<file path="src/rtl/pwm_aq_pkg.sv">
package pwm_aq_pkg;

    localparam int NUM_EV = 6;
    localparam int EV_ZRO = 0;
    localparam int EV_PRD = 1;
    localparam int EV_CAU = 2;
    localparam int EV_CAD = 3;
    localparam int EV_CBU = 4;
    localparam int EV_CBD = 5;

    localparam logic [1:0] ACT_NONE = 2'b00;
    localparam logic [1:0] ACT_CLR  = 2'b01;
    localparam logic [1:0] ACT_SET  = 2'b10;
    localparam logic [1:0] ACT_TGL  = 2'b11;

    localparam logic [1:0] TRIP_HIZ  = 2'b00;
    localparam logic [1:0] TRIP_HIGH = 2'b01;
    localparam logic [1:0] TRIP_LOW  = 2'b10;

    // events listed from lowest to highest priority
    localparam int PRIO_ASC [NUM_EV] = '{EV_ZRO, EV_PRD, EV_CBD, EV_CBU, EV_CAD, EV_CAU};

    typedef enum logic {DIR_UP, DIR_DOWN} dir_t;
    typedef enum logic [1:0] {DLY_LO, DLY_WAIT, DLY_HI} dly_state_t;

    function automatic logic [1:0] pick_act(input logic [1:0] frc,
                                            input logic [2*NUM_EV-1:0] tbl,
                                            input logic [NUM_EV-1:0] ev);
        logic [1:0] sel;
        int e;
        sel = ACT_NONE;
        for (int i = 0; i < NUM_EV; i++) begin
            e = PRIO_ASC[i];
            if (ev[e] && tbl[2*e +: 2] != ACT_NONE) sel = tbl[2*e +: 2];
        end
        if (frc != ACT_NONE) sel = frc;
        return sel;
    endfunction

    function automatic logic apply_act(input logic cur, input logic [1:0] act);
        logic r;
        unique case (act)
            ACT_CLR: r = 1'b0;
            ACT_SET: r = 1'b1;
            ACT_TGL: r = ~cur;
            default: r = cur;
        endcase
        return r;
    endfunction

endpackage

</file>
<file path="src/rtl/pwm_timebase.sv">
module pwm_timebase import pwm_aq_pkg::*; #(
    parameter int CW = 12
) (
    input  logic              clk,
    input  logic              rst_n,
    input  logic              updown,
    input  logic [CW-1:0]     prd,
    input  logic [CW-1:0]     cmpa_in,
    input  logic [CW-1:0]     cmpb_in,
    input  logic [CW-1:0]     phs_in,
    input  logic              sync,
    output logic [CW-1:0]     ctr,
    output logic [NUM_EV-1:0] ev,
    output logic              cmpb_hit
);
    localparam logic [CW-1:0] ONE = CW'(1);

    dir_t          dir_q, dir_d;
    logic [CW-1:0] ctr_q, ctr_d, cmpa_q, cmpb_q, phs_q;
    logic          at_zero, at_prd, going_up;

    assign at_zero  = (ctr_q == '0);
    assign at_prd   = (ctr_q == prd);
    assign going_up = (dir_q == DIR_UP);

    // state register; held copies load at zero
    always_ff @(posedge clk or negedge rst_n) begin
        if (!rst_n) begin
            ctr_q  <= '0;
            dir_q  <= DIR_UP;
            cmpa_q <= '0;
            cmpb_q <= '0;
            phs_q  <= '0;
        end else begin
            ctr_q <= ctr_d;
            dir_q <= dir_d;
            if (at_zero) begin
                cmpa_q <= cmpa_in;
                cmpb_q <= cmpb_in;
                phs_q  <= phs_in;
            end
        end
    end

    // next count and direction
    always_comb begin
        ctr_d = ctr_q;
        dir_d = dir_q;
        if (sync) begin
            ctr_d = phs_q;
            dir_d = DIR_UP;
        end else if (!updown) begin
            ctr_d = at_prd ? '0 : ctr_q + ONE;
            dir_d = DIR_UP;
        end else begin
            unique case (dir_q)
                DIR_UP: begin
                    if (at_prd) begin
                        dir_d = DIR_DOWN;
                        ctr_d = ctr_q - ONE;
                    end else begin
                        ctr_d = ctr_q + ONE;
                    end
                end
                DIR_DOWN: begin
                    if (at_zero) begin
                        dir_d = DIR_UP;
                        ctr_d = ctr_q + ONE;
                    end else begin
                        ctr_d = ctr_q - ONE;
                    end
                end
            endcase
        end
    end

    // event outputs
    always_comb begin
        ev         = '0;
        ev[EV_ZRO] = at_zero;
        ev[EV_PRD] = at_prd;
        ev[EV_CAU] = (ctr_q == cmpa_q) && going_up;
        ev[EV_CAD] = (ctr_q == cmpa_q) && !going_up;
        ev[EV_CBU] = (ctr_q == cmpb_q) && going_up;
        ev[EV_CBD] = (ctr_q == cmpb_q) && !going_up;
        cmpb_hit   = (ctr_q == cmpb_q);
    end

    assign ctr = ctr_q;

endmodule

</file>
<file path="src/rtl/pwm_aq_unit.sv">
module pwm_aq_unit import pwm_aq_pkg::*; (
    input  logic                clk,
    input  logic                rst_n,
    input  logic [NUM_EV-1:0]   ev,
    input  logic [2*NUM_EV-1:0] tbl,
    input  logic [1:0]          frc,
    output logic                q
);
    logic q_d;

    // one action per clock, chosen by priority
    always_comb q_d = apply_act(q, pick_act(frc, tbl, ev));

    always_ff @(posedge clk or negedge rst_n) begin
        if (!rst_n) q <= 1'b0;
        else        q <= q_d;
    end

endmodule

</file>
<file path="src/rtl/pwm_edge_delay.sv">
module pwm_edge_delay import pwm_aq_pkg::*; #(
    parameter int DW = 6
) (
    input  logic          clk,
    input  logic          rst_n,
    input  logic          din,
    input  logic [DW-1:0] dly,
    output logic          dout
);
    localparam logic [DW-1:0] ONE = DW'(1);

    dly_state_t    st_q, st_d;
    logic [DW-1:0] cnt_q, cnt_d;

    always_ff @(posedge clk or negedge rst_n) begin
        if (!rst_n) begin
            st_q  <= DLY_LO;
            cnt_q <= '0;
        end else begin
            st_q  <= st_d;
            cnt_q <= cnt_d;
        end
    end

    // rising edge held back by dly clocks, falling edge passes
    always_comb begin
        st_d  = st_q;
        cnt_d = cnt_q;
        unique case (st_q)
            DLY_LO: begin
                if (din) begin
                    if (dly == '0) begin
                        st_d = DLY_HI;
                    end else begin
                        st_d  = DLY_WAIT;
                        cnt_d = dly - ONE;
                    end
                end
            end
            DLY_WAIT: begin
                if (!din)              st_d = DLY_LO;
                else if (cnt_q == '0)  st_d = DLY_HI;
                else                   cnt_d = cnt_q - ONE;
            end
            DLY_HI: begin
                if (!din) st_d = DLY_LO;
            end
            default: st_d = DLY_LO;
        endcase
    end

    assign dout = (st_q == DLY_HI);

endmodule

</file>
<file path="src/rtl/pwm_aq_channel.sv">
module pwm_aq_channel import pwm_aq_pkg::*; #(
    parameter int CW = 12,
    parameter int DW = 6,
    parameter int NT = 6
) (
    input  logic                clk,
    input  logic                rst_n,
    input  logic                cnt_updown,
    input  logic [CW-1:0]       prd_val,
    input  logic [CW-1:0]       cmpa_val,
    input  logic [CW-1:0]       cmpb_val,
    input  logic [CW-1:0]       phs_val,
    input  logic                sync_in,
    input  logic [2*NUM_EV-1:0] act_a,
    input  logic [2*NUM_EV-1:0] act_b,
    input  logic [1:0]          frc_a,
    input  logic [1:0]          frc_b,
    input  logic                db_en,
    input  logic [DW-1:0]       db_red,
    input  logic [DW-1:0]       db_fed,
    input  logic [NT-1:0]       trip_in,
    input  logic [NT-1:0]       trip_oneshot,
    input  logic                trip_clr,
    input  logic [1:0]          trip_act_a,
    input  logic [1:0]          trip_act_b,
    output logic [CW-1:0]       ctr_out,
    output logic                pwm_a,
    output logic                pwm_a_oe,
    output logic                pwm_b,
    output logic                pwm_b_oe,
    output logic                soc_pulse,
    output logic                irq_pulse
);
    localparam int TW = 2 * NUM_EV;

    logic [NUM_EV-1:0]   tb_ev;
    logic                cmpb_hit;
    logic [1:0][TW-1:0]  tbl_v;
    logic [1:0][1:0]     frc_v;
    logic [1:0][1:0]     tact_v;
    logic [1:0][DW-1:0]  dly_v;
    logic [1:0]          aq_q, db_in, db_q, gen_v, out_v, oe_v;
    logic                os_q, cbc_q, os_hit, cbc_hit, tripped;

    assign tbl_v  = {act_b, act_a};
    assign frc_v  = {frc_b, frc_a};
    assign tact_v = {trip_act_b, trip_act_a};
    assign dly_v  = {db_fed, db_red};
    assign db_in  = {~aq_q[0], aq_q[0]};

    pwm_timebase #(.CW(CW)) u_tb (
        .clk(clk), .rst_n(rst_n), .updown(cnt_updown), .prd(prd_val),
        .cmpa_in(cmpa_val), .cmpb_in(cmpb_val), .phs_in(phs_val),
        .sync(sync_in), .ctr(ctr_out), .ev(tb_ev), .cmpb_hit(cmpb_hit)
    );

    for (genvar g = 0; g < 2; g++) begin : g_path
        pwm_aq_unit u_aq (
            .clk(clk), .rst_n(rst_n), .ev(tb_ev), .tbl(tbl_v[g]),
            .frc(frc_v[g]), .q(aq_q[g])
        );
        pwm_edge_delay #(.DW(DW)) u_dly (
            .clk(clk), .rst_n(rst_n), .din(db_in[g]), .dly(dly_v[g]),
            .dout(db_q[g])
        );
        assign gen_v[g] = db_en ? db_q[g] : aq_q[g];

        // trip override
        always_comb begin
            out_v[g] = gen_v[g];
            oe_v[g]  = 1'b1;
            if (tripped) begin
                unique case (tact_v[g])
                    TRIP_HIZ:  begin out_v[g] = 1'b0; oe_v[g] = 1'b0; end
                    TRIP_HIGH: out_v[g] = 1'b1;
                    TRIP_LOW:  out_v[g] = 1'b0;
                    default:   out_v[g] = gen_v[g];
                endcase
            end
        end
    end

    assign os_hit  = |(trip_in & trip_oneshot);
    assign cbc_hit = |(trip_in & ~trip_oneshot);
    assign tripped = os_q | cbc_q;

    // trip latches and strobes
    always_ff @(posedge clk or negedge rst_n) begin
        if (!rst_n) begin
            os_q      <= 1'b0;
            cbc_q     <= 1'b0;
            soc_pulse <= 1'b0;
            irq_pulse <= 1'b0;
        end else begin
            if (os_hit)        os_q <= 1'b1;
            else if (trip_clr) os_q <= 1'b0;
            if (cbc_hit)             cbc_q <= 1'b1;
            else if (tb_ev[EV_ZRO])  cbc_q <= 1'b0;
            soc_pulse <= cmpb_hit;
            irq_pulse <= tb_ev[EV_PRD];
        end
    end

    assign pwm_a    = out_v[0];
    assign pwm_b    = out_v[1];
    assign pwm_a_oe = oe_v[0];
    assign pwm_b_oe = oe_v[1];

endmodule

</file>
<file path="config.mk">
export PLATFORM = sky130hd
export DESIGN_NAME = pwm_aq_channel
export DESIGN_NICKNAME = d
export VERILOG_FILES = /design/src/rtl/pwm_aq_pkg.sv /design/src/rtl/pwm_timebase.sv /design/src/rtl/pwm_aq_unit.sv /design/src/rtl/pwm_edge_delay.sv /design/src/rtl/pwm_aq_channel.sv
export SDC_FILE = /design/constraint.sdc
export NUM_CORES = 1
export LEC_CHECK = 0
export ABC_AREA = 1
export BUFFER_PORTS_ARGS = -buffer_cell sky130_fd_sc_hd__buf_2
export CORE_ASPECT_RATIO = 1.5
export CORE_MARGIN = 5
export CORE_UTILIZATION = 45
export CTS_CLUSTER_DIAMETER = 200
export CTS_CLUSTER_SIZE = 12
export DETAILED_ROUTE_END_ITERATION = 8
export PLACE_DENSITY = 0.78
export REMOVE_ABC_BUFFERS = 1
export SYNTH_ARGS = -nofsm -noshare
export SYNTH_HDL_FRONTEND = slang
export SYNTH_HIERARCHICAL = 1
export SYNTH_SLANG_ARGS = --single-unit
</file>
<file path="constraint.sdc">
create_clock -name clk -period 3 [get_ports clk]
set_input_delay 0.75 -clock clk [delete_from_list [all_inputs] [get_ports clk]]
set_output_delay 0.75 -clock clk [all_outputs]
set_load 0.005 [all_outputs]
</file>
=== Yosys cells after proc, flatten, opt, wreduce, memory -nomap -nowiden ===
Cells that the tools add are included.

* Reductions and logical operators: 53
* Div/mod/pow operators: 0
* Mux-type cells: 63
* Eq/ne operators: 29
* Bitwise gates (word level): 7
* Order comparisons: 0
* Add/subtract/negate cells: 6
* Shift-type cells: 0
* Multipliers: 0

{| class="wikitable"
|+ Operators with widths
! cell !! number
|-
| two-way mux 12 bit || 5
|-
| two-way mux 2 bit || 24
|-
| two-way mux 6 bit || 8
|-
| == test 12 bit || 3
|-
| nonzero test 2 bit || 18
|-
| zero test 6 bit || 4
|-
| case mux 12 bit (2 select lines) || 1
|-
| case mux 6 bit (2 select lines) || 2
|-
| subtractor 6 x 1 -> 6 bit (second input constant) || 4
|-
| inequality test 2 bit (second input constant) || 10
|-
| == test 2 bit (second input constant) || 8
|-
| logical AND 1 bit || 16
|-
| two-way mux 1 bit || 16
|-
| adder 12 x 1 -> 12 bit (second input constant) || 1
|-
| AND 6 bit || 2
|-
| == test 2 x 1 -> 1 bit (second input constant) || 6
|-
| zero test 12 bit || 1
|-
| case mux 2 bit (3 select lines) || 2
|-
| OR reduction 6 bit || 2
|-
| subtractor 12 x 1 -> 12 bit (second input constant) || 1
|-
| AND reduction 5 bit || 2
|-
| zero test 2 bit || 4
|-
| inequality test 3 x 2 -> 1 bit (second input constant) || 2
|-
| inverter 6 bit || 1
|-
| other kinds (7) || 15
|}

* Memory bits (writable): 0
* Word-level logic and storage cells: 173
* Bits in latches: 0
* Output and inout port bits: 18
* ROM bits: 0
* Memories: 0
* Input port bits: 110
* Bits in registers: 71

=== Depth between registers and ports, before layout ===
* Depth after elaboration: 11
* Gate-level depth with buffers: 21
* Mapped depth without buffers: 19

=== Hierarchy ===
Netlist, hierarchy kept.

{| class="wikitable"
|+ Modules (own cells, without submodules)
! module !! area an instance (um^2) !! instances !! seq. area each (um^2) !! cells each
|-
| pwm_timebase || 3154.3 || 1 || 1226.2 || 442
|-
| pwm_edge_delay || 629.4 || 2 || 200.2 || 98
|-
| pwm_aq_unit || 222.7 || 2 || 25.0 || 43
|-
| pwm_aq_channel || 319.1 || 1 || 100.1 || 60
|}

=== Least setup slack after synthesis ===
OpenSTA, ideal clock, no wires.

* Kind: register to register
* Start point: reg u_tb.ctr_q[0] (netlist: u_tb/ctr[0])
* End point: reg g_path[0].u_aq.q
* Data arrival time: 2.078 ns
* Required time: 2.884 ns
* Clock period less this slack: 2.195 ns
* Stages on the path, launching flop included: 19
* Path buffers: 3
* Slack: 0.805 ns
* Cells stage by stage: dfrtp_1 > buf_2 > inv_1 > ha_1 > nand2_2 > nor2_4 > nand2_2 > nor2_4 > buf_4 > buf_4 > nand3_1 > nand3_1 > nand2_1 > nand2_1 > nand2_1 > nand2_1 > nand2_1 > nand2_1 > nand2_1

* Cells in the longest elaborated chain, start to end: 11
* Elaborated cells on any way between the ends: 26

{| class="wikitable"
|+ RTL lines
! what !! line !! RTL
|-
| start: declaration || pwm_timebase.sv:19 || <nowiki>logic [CW-1:0] ctr_q, ctr_d, cmpa_q, cmpb_q, phs_q;</nowiki>
|-
| start signal: assignment || pwm_timebase.sv:35 || <nowiki>ctr_q <= ctr_d;</nowiki>
|-
| zero test 12 bit (*) || pwm_timebase.sv:22 || <nowiki>assign at_zero = (ctr_q == '0);</nowiki>
|-
| net u_tb.at_zero || pwm_timebase.sv:20 || <nowiki>logic at_zero, at_prd, going_up;</nowiki>
|-
| logical AND 1 bit (*) || pwm_aq_pkg.sv:34 || <nowiki>if (ev[e] && tbl[2*e +: 2] != ACT_NONE) sel = tbl[2*e +: 2];</nowiki>
|-
| two-way mux 2 bit (*) (6 in a row) || pwm_aq_pkg.sv:34 ||
|-
| two-way mux 2 bit (*) || pwm_aq_pkg.sv:36 || <nowiki>if (frc != ACT_NONE) sel = frc;</nowiki>
|-
| == test 2 bit / == test 2 x 1 -> 1 bit (equally long branches) || pwm_aq_pkg.sv:42 || <nowiki>unique case (act)</nowiki>
|-
| case mux 1 bit (3 select lines) / nonzero test 3 bit (equally long branches) || -- ||
|-
| end signal: assignment || pwm_aq_unit.sv:16 || <nowiki>else q <= q_d;</nowiki>
|-
| end: declaration || pwm_aq_unit.sv:7 || <nowiki>output logic q</nowiki>
|}

The timed path passes the listed nets; every way through them passes the cells marked *.
A chain may end at the register's enable or synchronous reset.

=== Worst setup path in the final report ===
* Start point: reg u_tb.ctr_q[3] (netlist: u_tb/ctr[3])
* End point: reg g_path[0].u_aq.q

* Elaborated cells on any way between the ends: 26

{| class="wikitable"
|+ RTL lines
! what !! line !! RTL
|-
| == test 12 bit (*) || pwm_timebase.sv:85 || <nowiki>ev[EV_CBD] = (ctr_q == cmpb_q) && !going_up;</nowiki>
|-
| logical AND 1 bit (*) || pwm_timebase.sv:85 ||
|-
| net tb_ev[5] || pwm_aq_channel.sv:36 || <nowiki>logic [NUM_EV-1:0] tb_ev;</nowiki>
|-
| logical AND 1 bit (*) || pwm_aq_pkg.sv:34 ||
|-
| two-way mux 2 bit (*) (4 in a row) || pwm_aq_pkg.sv:34 ||
|-
| two-way mux 2 bit (*) || pwm_aq_pkg.sv:36 ||
|-
| == test 2 bit / == test 2 x 1 -> 1 bit (equally long branches) || pwm_aq_pkg.sv:42 ||
|-
| case mux 1 bit (3 select lines) / nonzero test 3 bit (equally long branches) || -- ||
|}

Marked as above.

==> results.cfg <==
[global_route]
grt_pass1_vias = 4816
grt_max_degree = 72
grt_overflow_total = 0
antenna_found_initial = 0
grt_pass1_wl_mm = 22.1
track_usage = 0.196

[timing]
finalSetupViolCount = 0
slew_headroom = 0.398
timing.final.crit_share = 0.887
skew_ns = 0.00791
worst_pin_slew_ns = 0.904
drv_slew = 0
fmax_mhz = 376
min_period_ns = 2.66
setup-tns-final_ns = 0
hold_viol_final = 0
rsz0062_at_grt = false

[floorplanning]
start_util = 0.454
fp.coreArea_um2 = 11400
die_width_um = 97.6
die_area_um2 = 13800
die-height_um = 141
io_pins = 128
fp-row-count = 48

[yosys]
syn-cell-area_um2 = 5180
yosysSeqAreaShare = 0.343
yosys_warnings = 6
synth_cell_types = 36
synth_area_leaders = dfrtp_1 (34%), nand2_1 (25%), nand3_1 (6.1%), xor2_1 (5.2%), inv_1 (4.9%)
synth-seq-cells = 71
synth_top_cell_by_area = dfrtp_1
yosysTopAreaCellShare = 0.343
syn_inst = 784
syn_avg_cell_area_um2 = 6.60

[cells_and_area]
fin_util = 0.543
diodes = 0
area_growth_pct = 19.6
fill_cells = 1163
nets = 1019
drive_gt1_frac = 0.230
ff_latch_area_um2 = 1780
multiInputGateArea_um2 = 2890

[clocking]
htree_levels = 3
post_cts_buffers = 0
cts.sinks = 71
ctsHoldBuffers = 0
cts_inserted_buffers = 9
cts_tree = built
cts_resized = 0
root_buffer = clkbuf_16
clk_latency_ns = 0.33
cts.path.max_buffers = 2
clk_pin_slew_ns = 0.06

[flow_run]
cap_violations = 0

[power]
power.density_nw_per_um2 = 624
ir_drop_mv = 0.296
p_leak_nw = 3.44

[critical_path]
endpoint_kind = register
crit_fanout = 10
crit_required_ns = 3.22
path_class = register to register
start_kind = register
crit_arrival_ns = 2.88

[routing]
first_pass_iters = 5
num_vias = 5116
ant_nets = 0
drtIter0Drc = 370
routed_wl_mm = 13.5
avgViaCountPerCell = 4.83
wl_per_cell_um = 12.7
remaining_drc_errors = 0

[min_path]
hp-class = register to register

[place]
portBuffers = 127
dp_hpwl_mm = 10.6
gp_congestion = 0.975

[status]
status = finished clean
cell type report:
| type | count | share of cell area |
|---|---|---|
| Tap cell | 150 | 0.0303 |
| Clock inverter | 4 | 0.00849 |
| Timing Repair Buffer | 132 | 0.109 |
| Sequential cell | 71 | 0.287 |
| Clock buffer | 12 | 0.0414 |
| Inverter | 88 | 0.0578 |
| Multi-Input combinational cell | 603 | 0.466 |
stage by stage:
step                      setup WS (ns)  cells  hold WS (ns)  power [mW]  area [um2]
after CTS                         0.318   1060         0.478        3.89        6190
after detailed placement          0.341   1044         0.464        2.78        5880
after global placement            0.313   1044         0.454        2.77        5880
after global routing             0.0729   1060         0.495        4.16        6190
after floorplan                   0.771    762         0.444        2.38        5020
final                             0.340   1060         0.475        3.87        6190
synthesized netlist by cell type:
cell,n
clkbuf_1,4
nand3_1,63
a31oi_1,2
nor3b_1,1
ha_1,4
nor4_1,4
nand2_2,8
o21ai_1,12
xnor2_1,8
nand3_2,3
a21oi_2,2
or2_1,1
nor2_1,49
o21ai_4,2
nand3b_1,3
o21bai_1,2
bufinv_8,2
buf_4,11
o21ai_0,15
nand2_4,3
buf_6,4
inv_1,67
o21ai_2,4
buf_2,3
clkinv_1,1
nand4_1,8
nor3_2,1
xor2_1,31
nor3_1,6
dfrtp_1,71
a21oi_1,9
nor2_4,6
inv_2,18
or2_2,2
nand2_1,343
nor2_2,11
layout by cell type, fill, tap and decap left out, types with 12 or more instances in the layout:
cell type,count
o21ai_0,15
inv_2,18
xor2_1,31
inv_1,67
nor2_1,49
buf_2,126
dfrtp_1,71
o21ai_1,12
nand3_1,63
nand2_1,343
metal layers:
layer,share of wire,routed length (um),vias to the layer above,GRT usage
li1,-,-,2667,-
met1,0.41,5560,2287,0.233
met2,0.51,6810,137,0.343
met3,0.051,683,25,0.0384
met4,0.031,419,0,0.0853
met5,0,0,-,0
final timing paths:
path | startpoint | to | slack [ns] | cells after the start
min | u_tb/phs_q[4]$_DFFE_PN0P_ | u_tb/ctr[4]$_DFF_PN0_ | 0.47 | 2
max | u_tb/ctr[3]$_DFF_PN0_ | g_path[0].u_aq/q$_DFFE_PN0P_ | 0.34 | 15
max reg2reg | u_tb/ctr[3]$_DFF_PN0_ | g_path[0].u_aq/q$_DFFE_PN0P_ | 0.34 | 15
min reg2reg | u_tb/phs_q[4]$_DFFE_PN0P_ | u_tb/ctr[4]$_DFF_PN0_ | 0.47 | 2
max in group asynchronous | rst_n | g_path[1].u_dly/cnt_q[4]$_DFFE_PN0P_ | 1.86 | 1
min in group asynchronous | rst_n | u_tb/cmpb_q[9]$_DFFE_PN0P_ | 0.54 | 1
registers in the layout, summed over array words and instances, names as in the netlist:
register            count
u_tb/cmpa_q            12
cbc_q                   1
g_path.u_aq/q           2
u_tb/phs_q             12
u_tb/ctr               12
os_q                    1
g_path.u_dly/st_q       4
g_path.u_dly/cnt_q     12
irq_pulse               1
u_tb/dir_q              1
u_tb/cmpb_q            12
soc_pulse               1
kinds of logic after synthesis:
group | Yosys count | share of synthesized area
simple gates | 512 | 0.425
buf+inv | 110 | 0.0996
flops | 71 | 0.343
compound gates | 48 | 0.0565
xor+xnor | 39 | 0.0660
fa+ha+maj | 4 | 0.00967
worst max-delay path: stages, from the launching register on:
cell	delay (ns)
dfrtp_1	0.56
xor2_1	0.24
nor4_1	0.47
nand4_1	0.29
nor2_1	0.35
nand3_1	0.12
inv_1	0.08
nor2_2	0.03
nand2_1	0.06
nand2_1	0.05
nand2_1	0.05
nand2_1	0.05
nand2_1	0.05
nand2_1	0.05
nand2_1	0.05
nand2_1	0.05
where the power goes:
part / switching, mW / internal, mW / total (mW)
sequential: 0.198 / 1.13 / 1.33
clock: 0.396 / 0.692 / 1.09
combinational: 0.891 / 0.557 / 1.45
total: 1.49 / 2.38 / 3.87
(Power assumes the default switching activity.)
